## src/rtl/wl_seq_pkg.sv

```systemverilog
package wl_seq_pkg;

    typedef enum logic [1:0] {
        CMD_NOP        = 2'd0,
        CMD_MRW_OTHERS = 2'd1,
        CMD_MRW_TARGET = 2'd2,
        CMD_MRW_ALL    = 2'd3
    } wl_cmd_e;

    typedef enum logic [3:0] {
        ST_IDLE,
        ST_ENTER_OTHERS,
        ST_ENTER_TARGET,
        ST_WAIT_MOD,
        ST_ODT_SETTLE,
        ST_PARK,
        ST_PULSE,
        ST_WAIT_FB,
        ST_EVAL,
        ST_GAP,
        ST_EXIT,
        ST_EXIT_WAIT,
        ST_DONE
    } wl_state_e;

    localparam int LVL_BIT  = 7;
    localparam int QOFF_BIT = 12;

    function automatic int max2(input int a, input int b);
        return (a > b) ? a : b;
    endfunction

endpackage

```

## src/rtl/wl_wait_timer.sv

```systemverilog
module wl_wait_timer #(
    parameter int CNT_W = 6
) (
    input  logic             clk,
    input  logic             rst_n,
    input  logic             load_i,
    input  logic [CNT_W-1:0] load_val_i,
    output logic             expired_o
);

    logic [CNT_W-1:0] cnt_q;

    always_ff @(posedge clk) begin
        if (!rst_n) begin
            cnt_q <= '0;
        end else if (load_i) begin
            cnt_q <= load_val_i;
        end else if (cnt_q != '0) begin
            cnt_q <= cnt_q - 1'b1;
        end
    end

    assign expired_o = (cnt_q == '0);

endmodule

```

## src/rtl/wl_tap_ctrl.sv

```systemverilog
module wl_tap_ctrl #(
    parameter int TAP_W     = 6,
    parameter int TAP_START = 32
) (
    input  logic             clk,
    input  logic             rst_n,
    input  logic             clr_i,
    input  logic             inc_i,
    input  logic             dec_i,
    output logic [TAP_W-1:0] tap_o,
    output logic             at_max_o,
    output logic             at_min_o
);

    localparam logic [TAP_W-1:0] TAP_TOP   = '1;
    localparam logic [TAP_W-1:0] TAP_RESET = TAP_W'(TAP_START);

    logic [TAP_W-1:0] tap_q;

    always_ff @(posedge clk) begin
        if (!rst_n) begin
            tap_q <= TAP_RESET;
        end else if (clr_i) begin
            tap_q <= TAP_RESET;
        end else if (inc_i && (tap_q != TAP_TOP)) begin
            tap_q <= tap_q + 1'b1;
        end else if (dec_i && (tap_q != '0)) begin
            tap_q <= tap_q - 1'b1;
        end
    end

    assign tap_o    = tap_q;
    assign at_max_o = (tap_q == TAP_TOP);
    assign at_min_o = (tap_q == '0);

endmodule

```

## src/rtl/wl_fb_track.sv

```systemverilog
module wl_fb_track (
    input  logic clk,
    input  logic rst_n,
    input  logic clr_i,
    input  logic sample_i,
    input  logic fb_i,
    output logic rise_o
);

    logic have_q;
    logic prev_q;

    always_ff @(posedge clk) begin
        if (!rst_n) begin
            have_q <= 1'b0;
            prev_q <= 1'b0;
        end else if (clr_i) begin
            have_q <= 1'b0;
            prev_q <= 1'b0;
        end else if (sample_i) begin
            have_q <= 1'b1;
            prev_q <= fb_i;
        end
    end

    assign rise_o = sample_i && have_q && !prev_q && fb_i;

endmodule

```

## src/rtl/wl_seq.sv

```systemverilog
module wl_seq
    import wl_seq_pkg::*;
#(
    parameter int          TAP_W     = 6,
    parameter int          TAP_START = 32,
    parameter int          T_MOD     = 12,
    parameter int          T_WLDQSEN = 25,
    parameter int          T_DQSL    = 2,
    parameter int          T_WLMRD   = 40,
    parameter int          T_WLO     = 7,
    parameter int          T_WLOE    = 2,
    parameter int          T_GAP     = 4,
    parameter logic [15:0] MR1_BASE  = 16'h0046
) (
    input  logic             clk,
    input  logic             rst_n,
    input  logic             start_i,
    input  logic             fb_i,
    output logic [1:0]       cmd_o,
    output logic [15:0]      mr_val_o,
    output logic             odt_o,
    output logic             dqs_drive_o,
    output logic             dqs_pulse_o,
    output logic [TAP_W-1:0] tap_o,
    output logic             locked_o,
    output logic             err_o,
    output logic             done_o,
    output logic             busy_o
);

    localparam int          T_PARK   = max2(T_DQSL, T_WLMRD);
    localparam int          T_FB     = T_WLO + T_WLOE;
    localparam int          MAX_WAIT = max2(max2(max2(T_MOD, T_WLDQSEN), max2(T_PARK, T_FB)), T_GAP);
    localparam int          CNT_W    = $clog2(MAX_WAIT + 1);
    localparam logic [15:0] LVL_M    = 16'h0001 << LVL_BIT;
    localparam logic [15:0] QOFF_M   = 16'h0001 << QOFF_BIT;
    localparam logic [15:0] BASE_CLR = MR1_BASE & ~(LVL_M | QOFF_M);

    wl_state_e        state_q;
    wl_state_e        state_d;
    logic             tmr_load;
    logic [CNT_W-1:0] tmr_val;
    logic             tmr_exp;
    logic             start_acc;
    logic             in_eval;
    logic             fb_rise;
    logic             at_max;
    logic             at_min;
    logic             step_up;
    logic             step_dn;
    logic             lim_err;
    logic             finish;
    logic             locked_q;
    logic             err_q;
    wl_cmd_e          cmd_sel;

    assign start_acc = (state_q == ST_IDLE) && start_i;
    assign in_eval   = (state_q == ST_EVAL);
    assign lim_err   = in_eval && !fb_rise && ((!fb_i && at_max) || (fb_i && at_min));
    assign step_up   = in_eval && !fb_rise && !fb_i && !at_max;
    assign step_dn   = in_eval && !fb_rise && fb_i && !at_min;
    assign finish    = fb_rise || lim_err;

    wl_wait_timer #(
        .CNT_W(CNT_W)
    ) u_timer (
        .clk       (clk),
        .rst_n     (rst_n),
        .load_i    (tmr_load),
        .load_val_i(tmr_val),
        .expired_o (tmr_exp)
    );

    wl_tap_ctrl #(
        .TAP_W    (TAP_W),
        .TAP_START(TAP_START)
    ) u_tap (
        .clk     (clk),
        .rst_n   (rst_n),
        .clr_i   (start_acc),
        .inc_i   (step_up),
        .dec_i   (step_dn),
        .tap_o   (tap_o),
        .at_max_o(at_max),
        .at_min_o(at_min)
    );

    wl_fb_track u_fb (
        .clk     (clk),
        .rst_n   (rst_n),
        .clr_i   (start_acc),
        .sample_i(in_eval),
        .fb_i    (fb_i),
        .rise_o  (fb_rise)
    );

    // state register
    always_ff @(posedge clk) begin
        if (!rst_n) begin
            state_q <= ST_IDLE;
        end else begin
            state_q <= state_d;
        end
    end

    // next state
    always_comb begin
        state_d = state_q;
        unique case (state_q)
            ST_IDLE:         if (start_i) state_d = ST_ENTER_OTHERS;
            ST_ENTER_OTHERS: state_d = ST_ENTER_TARGET;
            ST_ENTER_TARGET: state_d = ST_WAIT_MOD;
            ST_WAIT_MOD:     if (tmr_exp) state_d = ST_ODT_SETTLE;
            ST_ODT_SETTLE:   if (tmr_exp) state_d = ST_PARK;
            ST_PARK:         if (tmr_exp) state_d = ST_PULSE;
            ST_PULSE:        state_d = ST_WAIT_FB;
            ST_WAIT_FB:      if (tmr_exp) state_d = ST_EVAL;
            ST_EVAL:         state_d = finish ? ST_EXIT : ST_GAP;
            ST_GAP:          if (tmr_exp) state_d = ST_PULSE;
            ST_EXIT:         state_d = ST_EXIT_WAIT;
            ST_EXIT_WAIT:    if (tmr_exp) state_d = ST_DONE;
            ST_DONE:         state_d = ST_IDLE;
            default:         state_d = ST_IDLE;
        endcase
    end

    // wait length for the state being entered
    always_comb begin
        tmr_load = (state_d != state_q);
        tmr_val  = '0;
        unique case (state_d)
            ST_WAIT_MOD:   tmr_val = CNT_W'(T_MOD - 1);
            ST_ODT_SETTLE: tmr_val = CNT_W'(T_WLDQSEN - 1);
            ST_PARK:       tmr_val = CNT_W'(T_PARK - 1);
            ST_WAIT_FB:    tmr_val = CNT_W'(T_FB - 1);
            ST_GAP:        tmr_val = CNT_W'(T_GAP - 1);
            ST_EXIT_WAIT:  tmr_val = CNT_W'(T_MOD - 1);
            default:       tmr_val = '0;
        endcase
    end

    // outcome flags, held until the next accepted start
    always_ff @(posedge clk) begin
        if (!rst_n) begin
            locked_q <= 1'b0;
            err_q    <= 1'b0;
        end else if (start_acc) begin
            locked_q <= 1'b0;
            err_q    <= 1'b0;
        end else begin
            if (fb_rise) locked_q <= 1'b1;
            if (lim_err) err_q    <= 1'b1;
        end
    end

    // outputs
    always_comb begin
        cmd_sel     = CMD_NOP;
        mr_val_o    = '0;
        odt_o       = 1'b0;
        dqs_drive_o = 1'b0;
        dqs_pulse_o = 1'b0;
        done_o      = 1'b0;
        busy_o      = 1'b1;
        unique case (state_q)
            ST_IDLE: busy_o = 1'b0;
            ST_ENTER_OTHERS: begin
                cmd_sel  = CMD_MRW_OTHERS;
                mr_val_o = BASE_CLR | LVL_M | QOFF_M;
            end
            ST_ENTER_TARGET: begin
                cmd_sel  = CMD_MRW_TARGET;
                mr_val_o = BASE_CLR | LVL_M;
            end
            ST_WAIT_MOD:   ;
            ST_ODT_SETTLE: odt_o = 1'b1;
            ST_PARK, ST_WAIT_FB, ST_EVAL, ST_GAP: begin
                odt_o       = 1'b1;
                dqs_drive_o = 1'b1;
            end
            ST_PULSE: begin
                odt_o       = 1'b1;
                dqs_drive_o = 1'b1;
                dqs_pulse_o = 1'b1;
            end
            ST_EXIT: begin
                cmd_sel  = CMD_MRW_ALL;
                mr_val_o = BASE_CLR;
            end
            ST_EXIT_WAIT: ;
            ST_DONE:      done_o = 1'b1;
            default:      busy_o = 1'b0;
        endcase
    end

    assign cmd_o    = cmd_sel;
    assign locked_o = locked_q;
    assign err_o    = err_q;

endmodule

```

## config.mk

```make
export PLATFORM = sky130hd
export DESIGN_NAME = wl_seq
export DESIGN_NICKNAME = d
export VERILOG_FILES = /design/src/rtl/wl_seq_pkg.sv /design/src/rtl/wl_wait_timer.sv /design/src/rtl/wl_tap_ctrl.sv /design/src/rtl/wl_fb_track.sv /design/src/rtl/wl_seq.sv
export SDC_FILE = /design/constraint.sdc
export NUM_CORES = 1
export LEC_CHECK = 0
export BUFFER_PORTS_ARGS = -buffer_cell sky130_fd_sc_hd__buf_2
export CAP_MARGIN = 25
export CORE_ASPECT_RATIO = 1.25
export CORE_MARGIN = 2
export CORE_UTILIZATION = 46
export DETAILED_ROUTE_END_ITERATION = 8
export HOLD_SLACK_MARGIN = 0.03
export PLACE_DENSITY_LB_ADDON = 0.08
export SETUP_SLACK_MARGIN = 0.05
export SLEW_MARGIN = 5
export SYNTH_ARGS = -nofsm -noshare
export SYNTH_HDL_FRONTEND = slang
export SYNTH_HIERARCHICAL = 1
export SYNTH_SLANG_ARGS = --single-unit
```

## constraint.sdc

```tcl
create_clock -name clk -period 3.25 [get_ports clk]
set_input_delay 0.65 -clock clk [delete_from_list [all_inputs] [get_ports clk]]
set_output_delay 0.65 -clock clk [all_outputs]
set_load 0.01 [all_outputs]
```

==> results of run 1 <==
-- Yosys cell counts, drive strengths merged, types with 2 or more instances --
cell type / instances / area, sq um
a211oi: 2 / 20.02
a21o: 3 / 22.52
a21oi: 12 / 60.06
and4b: 2 / 20.02
buf: 16 / 118.9
clkbuf: 4 / 15.01
dfxtp: 20 / 400.4
ha: 6 / 75.07
inv: 8 / 30.03
mux2: 2 / 22.52
mux2i: 7 / 70.07
nand2: 8 / 32.54
nand2b: 9 / 56.30
nand3: 9 / 45.04
nand4: 2 / 12.51
nor2: 33 / 123.9
nor2b: 3 / 18.77
nor3: 6 / 46.30
nor3b: 2 / 15.01
o211ai: 4 / 30.03
o21a: 2 / 15.01
o21ai: 6 / 41.29
o22ai: 4 / 25.02
o311ai: 2 / 17.52
o31ai: 2 / 28.78
or2: 3 / 18.77
or3: 3 / 18.77
or4: 2 / 18.77
xnor2: 5 / 43.79
-- flip-flops by register name, summed over array words and instances, names as in the netlist --
| name | count |
|---|---|
| locked_o | 1 |
| u_fb/have_q | 1 |
| state_q | 4 |
| err_o | 1 |
| u_timer/cnt_q | 6 |
| u_fb/prev_q | 1 |
| u_tap/tap_o | 6 |
-- layout make-up --
class | instances | share of cell area, %
clock buffer | 4 | 3.103
sequential | 20 | 22.57
multi-input combinational | 163 | 60.58
timing repair buffer | 30 | 9.450
inverter | 8 | 1.693
tap | 37 | 2.609
-- worst max-delay path by stage --
stage	from	to	cells past startpoint
final	state_q[0]	u_tap/tap_o[5]	12
after global routing	state_q[0]	u_tap/tap_o[5]	12
after CTS	state_q[0]	u_tap/tap_o[5]	12
after detailed placement	fb_i	u_tap/tap_o[5]	12
after global placement	fb_i	u_tap/tap_o[5]	12
after floorplan	state_q[0]	u_tap/tap_o[5]	14
-- power groups by stage --
stage | Clock [mW] | Sequential (mW) | Combinational (mW)
global route | 0.211 | 0.306 | 0.324
floorplan | 0 | 0.302 | 0.252
global placement | 0 | 0.306 | 0.282
finish | 0.187 | 0.303 | 0.288
CTS | 0.197 | 0.303 | 0.289
detailed placement | 0 | 0.309 | 0.287
-- cell families (layout without fill, tap and decap cells) --
group | Yosys count | in the layout
AND/OR/NAND/NOR | 86 | 86
multiplexers | 9 | 9
AO/OA/AOI/OAI | 44 | 44
adder cells (fa/ha/maj) | 7 | 7
flip-flops | 20 | 20
other | 1 | 11
XOR/XNOR | 6 | 6
buffers and inverters | 28 | 42
-- per-stage QoR --
stage          utilization, %  total power, mW  area [sq um]  cells  hold slack [ps]
4_1_cts                 54.08           0.7890          1774    262            483.8
5_1_grt                 54.08           0.8408          1774    262            500.4
3_5_place_dp            52.40           0.5957          1719    258            466.0
2_1_floorplan               -           0.5539          1639    211            428.0
6_report                54.08           0.7776          1774    262            482.9
3_3_place_gp            52.40           0.5878          1719    258            452.3
-- per-layer routing --
metal / vias up / track usage (%) / routed length, um
met3: 2 / 2.778 / 134
met4: 0 / 4.910 / 17
met1: 696 / 21.71 / 1506
li1: 740 / - / -
met2: 33 / 32.69 / 1821
met5: - / 0 / 0
-- worst register-to-register path, stage by stage (launching register included) --
cell and delay [ps]:
dfxtp_1 310, or2_1 250, nor2_1 180, buf_4 160
nand2_1 70, nor3_1 280, o21ai_4 170, ha_1 320
a211o_1 320, a21o_1 160, a21oi_1 170, mux2i_1 260
mux2i_1 200
==> run summary, run 1 <==
The delay of the slowest critical-path stage came out at 320 ps. The capture point of the worst reg-to-reg path is u_tap/tap_o[5]. The cell that appears most often on the critical path is mux2i_1.

Dividing the final minimum period by the clock period gives 89.76%. The portion of the post-synthesis area used by sequential elements is 25.00%. The fraction of the mapped netlist area in compound gates is 20.70%. The launching element type of the critical path is a flip-flop. Dividing total power by cell area gives a power density of 438.3 nW/um^2.

The switching portion of total power came out at ~36%. The clock sink count came out at 20. The count of final setup violators is 0. The maximum clock insertion buffer count is 2.

The overall track demand over capacity in global routing came out at 18.03%. Grouping stages by cell kind, the critical path spends the most delay in compound AO/OA/AOI/OAI gates. The worst register-to-register path begins at state_q[0]. Along the worst hold path, the cell count comes to 2. The combined buffer and inverter count along the critical path came out at 1. The post-layout minimum cycle time came out at approximately 2900 ps.

The post-synthesis cell type count came out at 54. In this run the tool buffered the top-level ports with 23 buffer cells. The final wirelength is 3481 um. The main flop type after synthesis is dfxtp_1. TritonCTS built the clock tree. The mux contribution to synthesized area came out at 5.781%. The total count of hold-check failures in the final report was 0. In this run the cell area of the synthesized design comes to 1602 sq um. In the layout the commonest cells are nor2_1, buf_2, dfxtp_1, a21oi_1, conb_1. In the final routed layout, each cell accounts on average for 13.29 um.

The fmax is 342.8 MHz. The global route total overflow is 0. The final layout contains between 200 and 250 nets.

After Yosys synthesis, XOR and XNOR cells account for 3.281% of the synthesized area. In the final timing run, aggregate negative setup slack is 0 ps. Post-CTS repair changed the size of 0 cells. For this run, design rule violations remaining after detail routing come to 0. The worst setup slack before clock tree synthesis came out at 196.5 ps. The largest vdd supply drop came out at 0.2294 mV. In the synthesized netlist, the number of instances is 201. The first global-routing pass estimated 5920 um of wire. In this run, synthesis produced a sequential element count of 20. The number of vias after detailed routing came out at roughly 1,500. Of all nets on the critical path, the largest fanout is 9. The type of the tightest min-delay check is reg -> reg.

The share of power burned in combinational logic is 37.0%. In the synthesized netlist the async set-or-reset flop fraction comes to 0%. The fraction of final layout cells with drive strength greater than 1 came out at 20.44%. The net switching power figure is 0.2798 mW.

The clock skew after layout is 1.541 ps. After legalization and detailed placement, the total HPWL measured between 2000 and 3000 um. The maximum level of the CTS H-tree is 1.

For hold timing, the worst endpoint is u_fb/have_q. Summing the areas of all fa, ha and maj instances in the mapped netlist gives 5.938% of the synthesized area. The flip-flop and latch area came out at 400.4 sq um. The number of antenna violations at the first check in global routing was 0. The power share of the clock group is a little under a quarter. The initial core utilization is 48.82%. The number of search-and-repair iterations in the first detailed-routing pass is 4. The number of global-route vias before repair came to 1,369. The analysis attributes to cell leakage a power of 0.8063 nW. The clock-pin slew of the registers on the worst-case setup and hold paths is about 70 ps. Registers are responsible for approximately two fifths of the overall power. Walking the worst path, the cells encountered are or2_1 > nor2_1 > buf_4 > nand2_1 > nor3_1 > o21ai_4 > ha_1 > a211o_1 > a21o_1 > a21oi_1 > mux2i_1 > mux2i_1. The height of the die is around 70 um. The flow ran to the end, and the final reports show no timing, DRC or antenna violations.

Setup repair after global routing left no endpoint under its margin. The simple-gate area share of the yosys netlist came out at 28.83%. Each instance of the synthesized netlist takes up on average 7.968 sq um. Entering global routing, the biggest net connects 19 pins. The setup slack of the worst register-to-register path came out at around 330 ps. The number of max-cap violations is 0.

The root cell of the clock tree is clkbuf_8. TritonCTS created 3 clock buffers. The number of cells traversed by the worst register-to-register path came out at 12. For this run, the number of Yosys warnings is 6. The number of placement rows is 23.

The number of pins with negative max-slew slack in the final report is 0. The final weighted congestion of routability-driven global placement came out at 0.8305. On the critical path, the stage with the largest delay is an instance of ha_1. The arrival time at the worst endpoint is ~3100 ps. At the worst endpoint, the required time is 3440 ps. Cell internal power was estimated by the tool at about 0.5 mW. Setup slack closes at approximately 330 ps. The category of the critical setup timing path is reg -> reg. After synthesis, the largest family of logic cells by area is simple AND/OR/NAND/NOR gates. The horizontal die dimension came out at 56.78 um.

The most frequent standard cell in the layout excluding fill and tap cells is nor2_1. The number of primary I/O pins is 35. The number of violations reported at the end of detailed-routing iteration 0 is 37. The worst hold path begins at u_fb/have_q. STA classifies the critical path endpoint as a flip-flop. The placeable core area came out at between 3000 and 4000 sq um. The hold buffer count at cts is 0. The post-synthesis to final-layout area growth came out at 10.78%. The mean number of vias per cell is roughly 5.6. In the final layout, the multi-input gates occupy 1075 sq um. At the later pin of the worst-skew pair, clock insertion delay measures 250 ps. The die covers 3973 sq um. The remaining antenna violation count after routing is 0. The number of buffers inserted to repair setup after CTS came out at 0. The number of fill cells in the layout is 336. 0 antenna diodes ended up in the layout. The number of enable flip-flop cells after synthesis is 0.
No activity file was read; power rests on OpenSTA's default activity.
==> run 2: changes to the inputs <==
- CORE_ASPECT_RATIO: 1.25 -> unset
==> run 2 against run 1 <==
  * Global-route usage fell by 0.60 points
  * Sequential cell count did not move
  * Die area barely moved
  * Register-to-register slack improved by 30 ps
  * Wire length fell by 3.7%
  * Fmax rose by 1.2%
==> run summary, run 2 (synthesis gave the netlist of run 1 again) <==
The number of primary I/O pins came to 35 (unchanged). The total count of hold-check failures in the final report is 0 (unchanged). The post-layout minimum cycle time is 2883 ps (-34.38 ps). The worst setup path is of the reg -> reg kind. TritonCTS built the clock tree.

The detailed placement HPWL came out at 2651 um (-3.1%). The number of global-route vias before repair came out at 1,267 (-7.5%). The total power after layout is 0.7348 mW (-5.5%). Setup repair after global routing left no endpoint under its margin. The number of placement rows came out at 21 (-8.7%). Leaving out fill and tap cells, the most frequent cell in the layout is nor2_1. The number of cells upsized or downsized after cts came out at 0 (unchanged). The maximum level of the CTS H-tree is 1 (unchanged). The routed wire length on met2 came out at 1576 um (-13%). The mean number of vias per cell came to 5.310 (-5.4%). The capturing element type of the critical path is a flip-flop.

The clock sink count is 20 (unchanged). The average wire length per cell after detail routing came out at 12.37 um (-6.9%). The fraction of final layout cells with drive strength greater than 1 came out at 20.44% (unchanged).

The worst setup slack before clock tree synthesis was 199.7 ps (+3.242 ps). The hold buffer count at cts came out at 0 (unchanged). Walking the worst path, the cells encountered are or2_1 > nor2_1 > buf_4 > nand2_1 > nor3_1 > o21ai_4 > ha_1 > a211o_1 > a21o_1 > a21oi_1 > mux2i_1 > mux2i_1.

The cell family contributing the most delay on the critical path is compound AO/OA/AOI/OAI gates. The detailed route wirelength on metal3 came out at 108 um (-19%). The combined buffer and inverter count along the critical path came to 1 (unchanged). The length of routed wiring on met1 came to 1642 um (+9.0%). The delay of the slowest critical-path stage is 340 ps (+20 ps). The setup slack after layout is 367.2 ps (+34.38 ps). The count of final setup violators came to 0 (unchanged).

The number of search-and-repair iterations in the first detailed-routing pass came to 4 (unchanged). The number of max-cap violations is 0 (unchanged). The worst setup path is launched from a flip-flop. The number of antenna violations at the first check in global routing is 0 (unchanged). The total CTS buffers is 3 (unchanged).

The height of the die is 63.01 um (-10%). The number of violations reported at the end of detailed-routing iteration 0 was 51 (+38%). The global-route wire length before repair came out at 5733 um (-3.2%). The antenna diode instance count is 0 (unchanged). The flow ran to the end, and the final reports show no timing, DRC or antenna violations. The final wirelength is 3351 um (-3.7%).

The final clock period utilization by the worst path came out at 88.70% (-1.1 points). The largest vdd supply drop came out at 0.3066 mV (+34%). The final standard cell utilization of the core came out at 52.94% (-1.1 points).

The remaining antenna violation count after routing came out at 0 (unchanged). The cell that appears most often on the critical path is mux2i_1. The library cells used most frequently in the layout, excluding fill and tap cells, are nor2_1, buf_2, dfxtp_1, a21oi_1, conb_1. The fmax was 346.9 MHz (+1.2%). The die footprint came out at 3970 sq um (about the same). The total leakage power is 0.7985 nW (-0.96%). The total negative slack came to 0 ps (unchanged). After detailed routing, no signal wire sits above met4. The clock skew after layout came out at 2.905 ps (+1.364 ps). The initial core utilization came out at 47.99% (-0.82 points). The placeable core area is 3337 sq um (+1.7%). The horizontal die dimension is 63.01 um (+11%).

The maximum clock insertion buffer count came out at 2 (unchanged). The overall track demand over capacity in global routing is 17.42% (-0.60 points). The post-synthesis to final-layout area growth came out at 10.31%. The number of nets at the end of the flow came out at 237 (unchanged). The critical path required time was 3490 ps (+50 ps). The final weighted congestion of routability-driven global placement was 0.8018 (-3.5%). On the critical path, the stage with the largest delay is an instance of ha_1.

The global route total overflow came out at 0 (unchanged). The number of pins with negative max-slew slack in the final report came out at 0 (unchanged). The tightest min-delay check is of the reg -> reg type.

The source-to-sink clock delay at the later pin of the worst-skew pair is 300 ps (+50 ps). The DRC violation count after routing is 0 (unchanged). The number of vias after detailed routing is 1,439 (-2.2%).

The clock-pin slew of the registers on the worst-case setup and hold paths was 120 ps (+50 ps). The number of buffers inserted to repair setup after CTS is 0 (unchanged). The maximum fanout along the worst path came out at 9 (unchanged). The arrival time at the worst endpoint came out at 3120 ps (+20 ps). The power per unit of standard cell area was 415.9 nW/um^2 (-5.1%). The number of buffers inserted by port buffering was 23 (unchanged). The pin count of the biggest net entering global routing is 19 (unchanged). The root cell of the clock tree is clkbuf_4. The setup slack of the worst register-to-register path is 370 ps (+30 ps).
[run 2: worst paths after layout]
| check | startpoint | end | depth (start not counted) |
|---|---|---|---|
| max | state_q[0] | u_tap/tap_o[5] | 12 |
| min | u_fb/have_q | u_fb/have_q | 2 |
| max reg2reg | state_q[0] | u_tap/tap_o[5] | 12 |
| min reg2reg | u_fb/have_q | u_fb/have_q | 2 |
[run 2: routing by layer]
| metal | GRT usage (%) | vias up |
|---|---|---|
| li1 | - | 744 |
| met1 | 23.97 | 670 |
| met2 | 28.59 | 23 |
| met3 | 2.523 | 2 |
| met4 | 4.167 | 0 |
| met5 | 0 | - |
[run 2: power breakdown]
| group | total (mW) | leakage (nW) | switching [mW] | internal [mW] |
|---|---|---|---|---|
| Clock | 0.146 | 0.0210 | 0.0775 | 0.0683 |
| Sequential | 0.304 | 0.162 | 0.0282 | 0.276 |
| Combinational | 0.285 | 0.615 | 0.171 | 0.114 |
| Total | 0.735 | 0.799 | 0.277 | 0.458 |
[run 2: cell type report]
cell class / count / area, sq um
Timing Repair Buffer: 30 / 167.7
Multi-Input combinational cell: 163 / 1075
Sequential cell: 20 / 400.4
Inverter: 8 / 30.03
Clock buffer: 4 / 36.28
Fill cell: 334 / 1570
Tap cell: 46 / 57.56
[run 2: through the flow]
step                hold slack, ps  instances  instance area (sq um)
finish                       478.5        271                   1767
global route                 513.3        271                   1767
CTS                          489.1        271                   1767
detailed placement           467.5        267                   1730
global placement             453.3        267                   1730
floorplan                    428.0        211                   1639
[run 2: worst reg2reg max path, stage by stage (launching register included)]
cell and delay (ps):
dfxtp_1 320, or2_1 260, nor2_1 150, buf_4 150, nand2_1 60, nor3_1 270
o21ai_4 180, ha_1 350, a211o_1 320, a21o_1 160, a21oi_1 180, mux2i_1 250
mux2i_1 190
==> run 3: changes to the inputs <==
==> constraint.sdc (replaced) <==
create_clock -name clk -period 3.25 [get_ports clk]
set_input_delay 0.1625 -clock clk [delete_from_list [all_inputs] [get_ports clk]]
set_output_delay 0.1625 -clock clk [all_outputs]
set_load 0.01 [all_outputs]
==> run 3 against run 2 <==
  * Via count rose by 1.3%
  * Cell count stayed put
  * Hold slack lost 310 ps
  * Critical path type unchanged
  * Largest power group unchanged
==> run summary, run 3 (synthesis gave the netlist of run 1 again) <==
The flow ran to the end, and the final reports show no timing, DRC or antenna violations. The count of final setup violators is 0 (unchanged). The total leakage power came out at 0.7985 nW (unchanged). The horizontal die dimension came out at 63.01 um (unchanged). The clock-pin slew of the registers on the worst-case setup and hold paths came out at 110 ps (about the same). The number of nets at the end of the flow is 237 (unchanged). The DRC violation count after routing came to 0 (unchanged). The total count of hold-check failures in the final report is 0 (unchanged).

The maximum clock insertion buffer count came out at 2 (unchanged). The final clock period utilization by the worst path is 89.75% (+1.0 points). The pin count of the biggest net entering global routing is 19 (unchanged). The height of the die came out at 63.01 um (unchanged). The number of buffers inserted to repair setup after CTS came out at 0 (unchanged). Leaving out fill and tap cells, the most frequent cell in the layout is nor2_1. The initial core utilization is 47.99% (unchanged). The number of primary I/O pins came out at 35 (unchanged). The clock sink count came to 20 (unchanged). The clock skew after layout came out at 3.010 ps (+0.1053 ps).

The overall track demand over capacity in global routing is 17.57% (+0.14 points). The maximum level of the CTS H-tree was 1 (unchanged). The power per unit of standard cell area came out at 414.3 nW/um^2 (-0.39%). The number of search-and-repair iterations in the first detailed-routing pass came out at 4 (unchanged).

The root cell of the clock tree is clkbuf_4. The number of buffers inserted by port buffering was 23 (unchanged). The fraction of final layout cells with drive strength greater than 1 came out at 20.44% (unchanged). The number of placement rows came to 21 (unchanged). The largest vdd supply drop was 0.4920 mV (+60%).

The critical path is of the reg -> reg type. The number of pins with negative max-slew slack in the final report came to 0 (unchanged). The number of global-route vias before repair is 1,313 (+3.6%).

The die footprint came out at 3970 sq um (unchanged). The global-route wire length before repair was 5664 um (-1.2%). The total negative slack is 0 ps (unchanged). The average wire length per cell after detail routing came out at 12.31 um (-0.42%). Setup repair after global routing left no endpoint under its margin. The post-synthesis to final-layout area growth was 10.31% (unchanged). The number of vias after detailed routing came out at 1,458 (+1.3%).

The global route total overflow came out at 0 (unchanged). The number of max-cap violations came out at 0 (unchanged). STA classifies the critical path startpoint as a flip-flop. The mean number of vias per cell is 5.380 (+1.3%). The number of antenna violations at the first check in global routing came out at 0 (unchanged). The maximum fanout along the worst path came to 9 (unchanged). The source-to-sink clock delay at the later pin of the worst-skew pair is 300 ps (about the same).

The final wirelength is 3337 um (-0.42%). The library cells used most frequently in the layout, excluding fill and tap cells, are nor2_1, buf_2, dfxtp_1, a21oi_1, conb_1. The post-layout minimum cycle time is 2917 ps (+34.11 ps). The placeable core area came out at 3337 sq um (unchanged). The detailed placement HPWL is 2644 um (-0.27%). The final weighted congestion of routability-driven global placement came out at 0.8012 (about the same). The TritonCTS clock tree is yes.

The critical path required time was 3480 ps (about the same). STA classifies the critical path endpoint as a flip-flop. The type of the tightest min-delay check is in -> reg. The fmax is 342.8 MHz (-1.2%).

The arrival time at the worst endpoint is 3150 ps (+30 ps). The antenna diode instance count came out at 0 (unchanged). The remaining antenna violation count after routing is 0 (unchanged). The number of cells upsized or downsized after cts is 0 (unchanged). The total CTS buffers is 3 (unchanged).

The cell area after layout is 1767 sq um (unchanged). The standard cell area after detailed placement came out at 1730 sq um (unchanged). The number of violations reported at the end of detailed-routing iteration 0 is 84 (+65%). The hold buffer count at cts came out at 0 (unchanged).
==> run 3: path summary, 6_finish.rpt <==
check | from | endpoint | slack [ps] | depth (start not counted)
setup / recovery | state_q[0] | u_tap/tap_o[5] | 330 | 12
hold / removal | fb_i | u_fb/prev_q | 170 | 3
setup reg to reg | state_q[0] | u_tap/tap_o[5] | 330 | 12
hold reg to reg | u_timer/cnt_q[5] | u_timer/cnt_q[5] | 490 | 2
==> run 3: power by group <==
group	internal, mW	total, mW	switching (mW)
Sequential	0.276	0.301	0.0256
Clock	0.0683	0.145	0.0765
Combinational	0.114	0.286	0.172
Total	0.458	0.732	0.274
==> run 3: area by class of cell <==
| type | count | area [sq um] |
|---|---|---|
| Clock buffer | 4 | 36.28 |
| Fill cell | 338 | 1570 |
| Inverter | 8 | 30.03 |
| Multi-Input combinational cell | 163 | 1075 |
| Sequential cell | 20 | 400.4 |
| Tap cell | 46 | 57.56 |
| Timing Repair Buffer | 30 | 167.7 |
==> run 3: routing by layer <==
| layer | part of all wire [%] | track usage (%) | wire length (um) |
|---|---|---|---|
| met5 | 0 | 0 | 0 |
| met4 | 0.63 | 3.333 | 21 |
| met3 | 4.1 | 4.685 | 137 |
| met2 | 49 | 30.45 | 1621 |
| met1 | 47 | 21.84 | 1556 |
==> run 3: through the flow <==
step	power, mW	worst slack [ps]	cells	hold WS, ps	utilization (%)
after floorplan	0.5539	285.9	211	306.3	-
after global placement	0.5849	502.5	267	456.1	51.86
after detailed placement	0.5926	348.9	267	461.3	51.86
after CTS	0.7405	333.2	271	157.1	52.94
after global routing	0.7888	124.9	271	178.9	52.94
final	0.7319	333.1	271	172.3	52.94
==> run 3: worst max-delay path, stage by stage (launching register included) <==
cell and delay [ps]:
dfxtp_1 330, or2_1 260, nor2_1 150, buf_4 150, nand2_1 70, nor3_1 290, o21ai_4 180, ha_1 340
a211o_1 310, a21o_1 160, a21oi_1 180, mux2i_1 230, mux2i_1 210
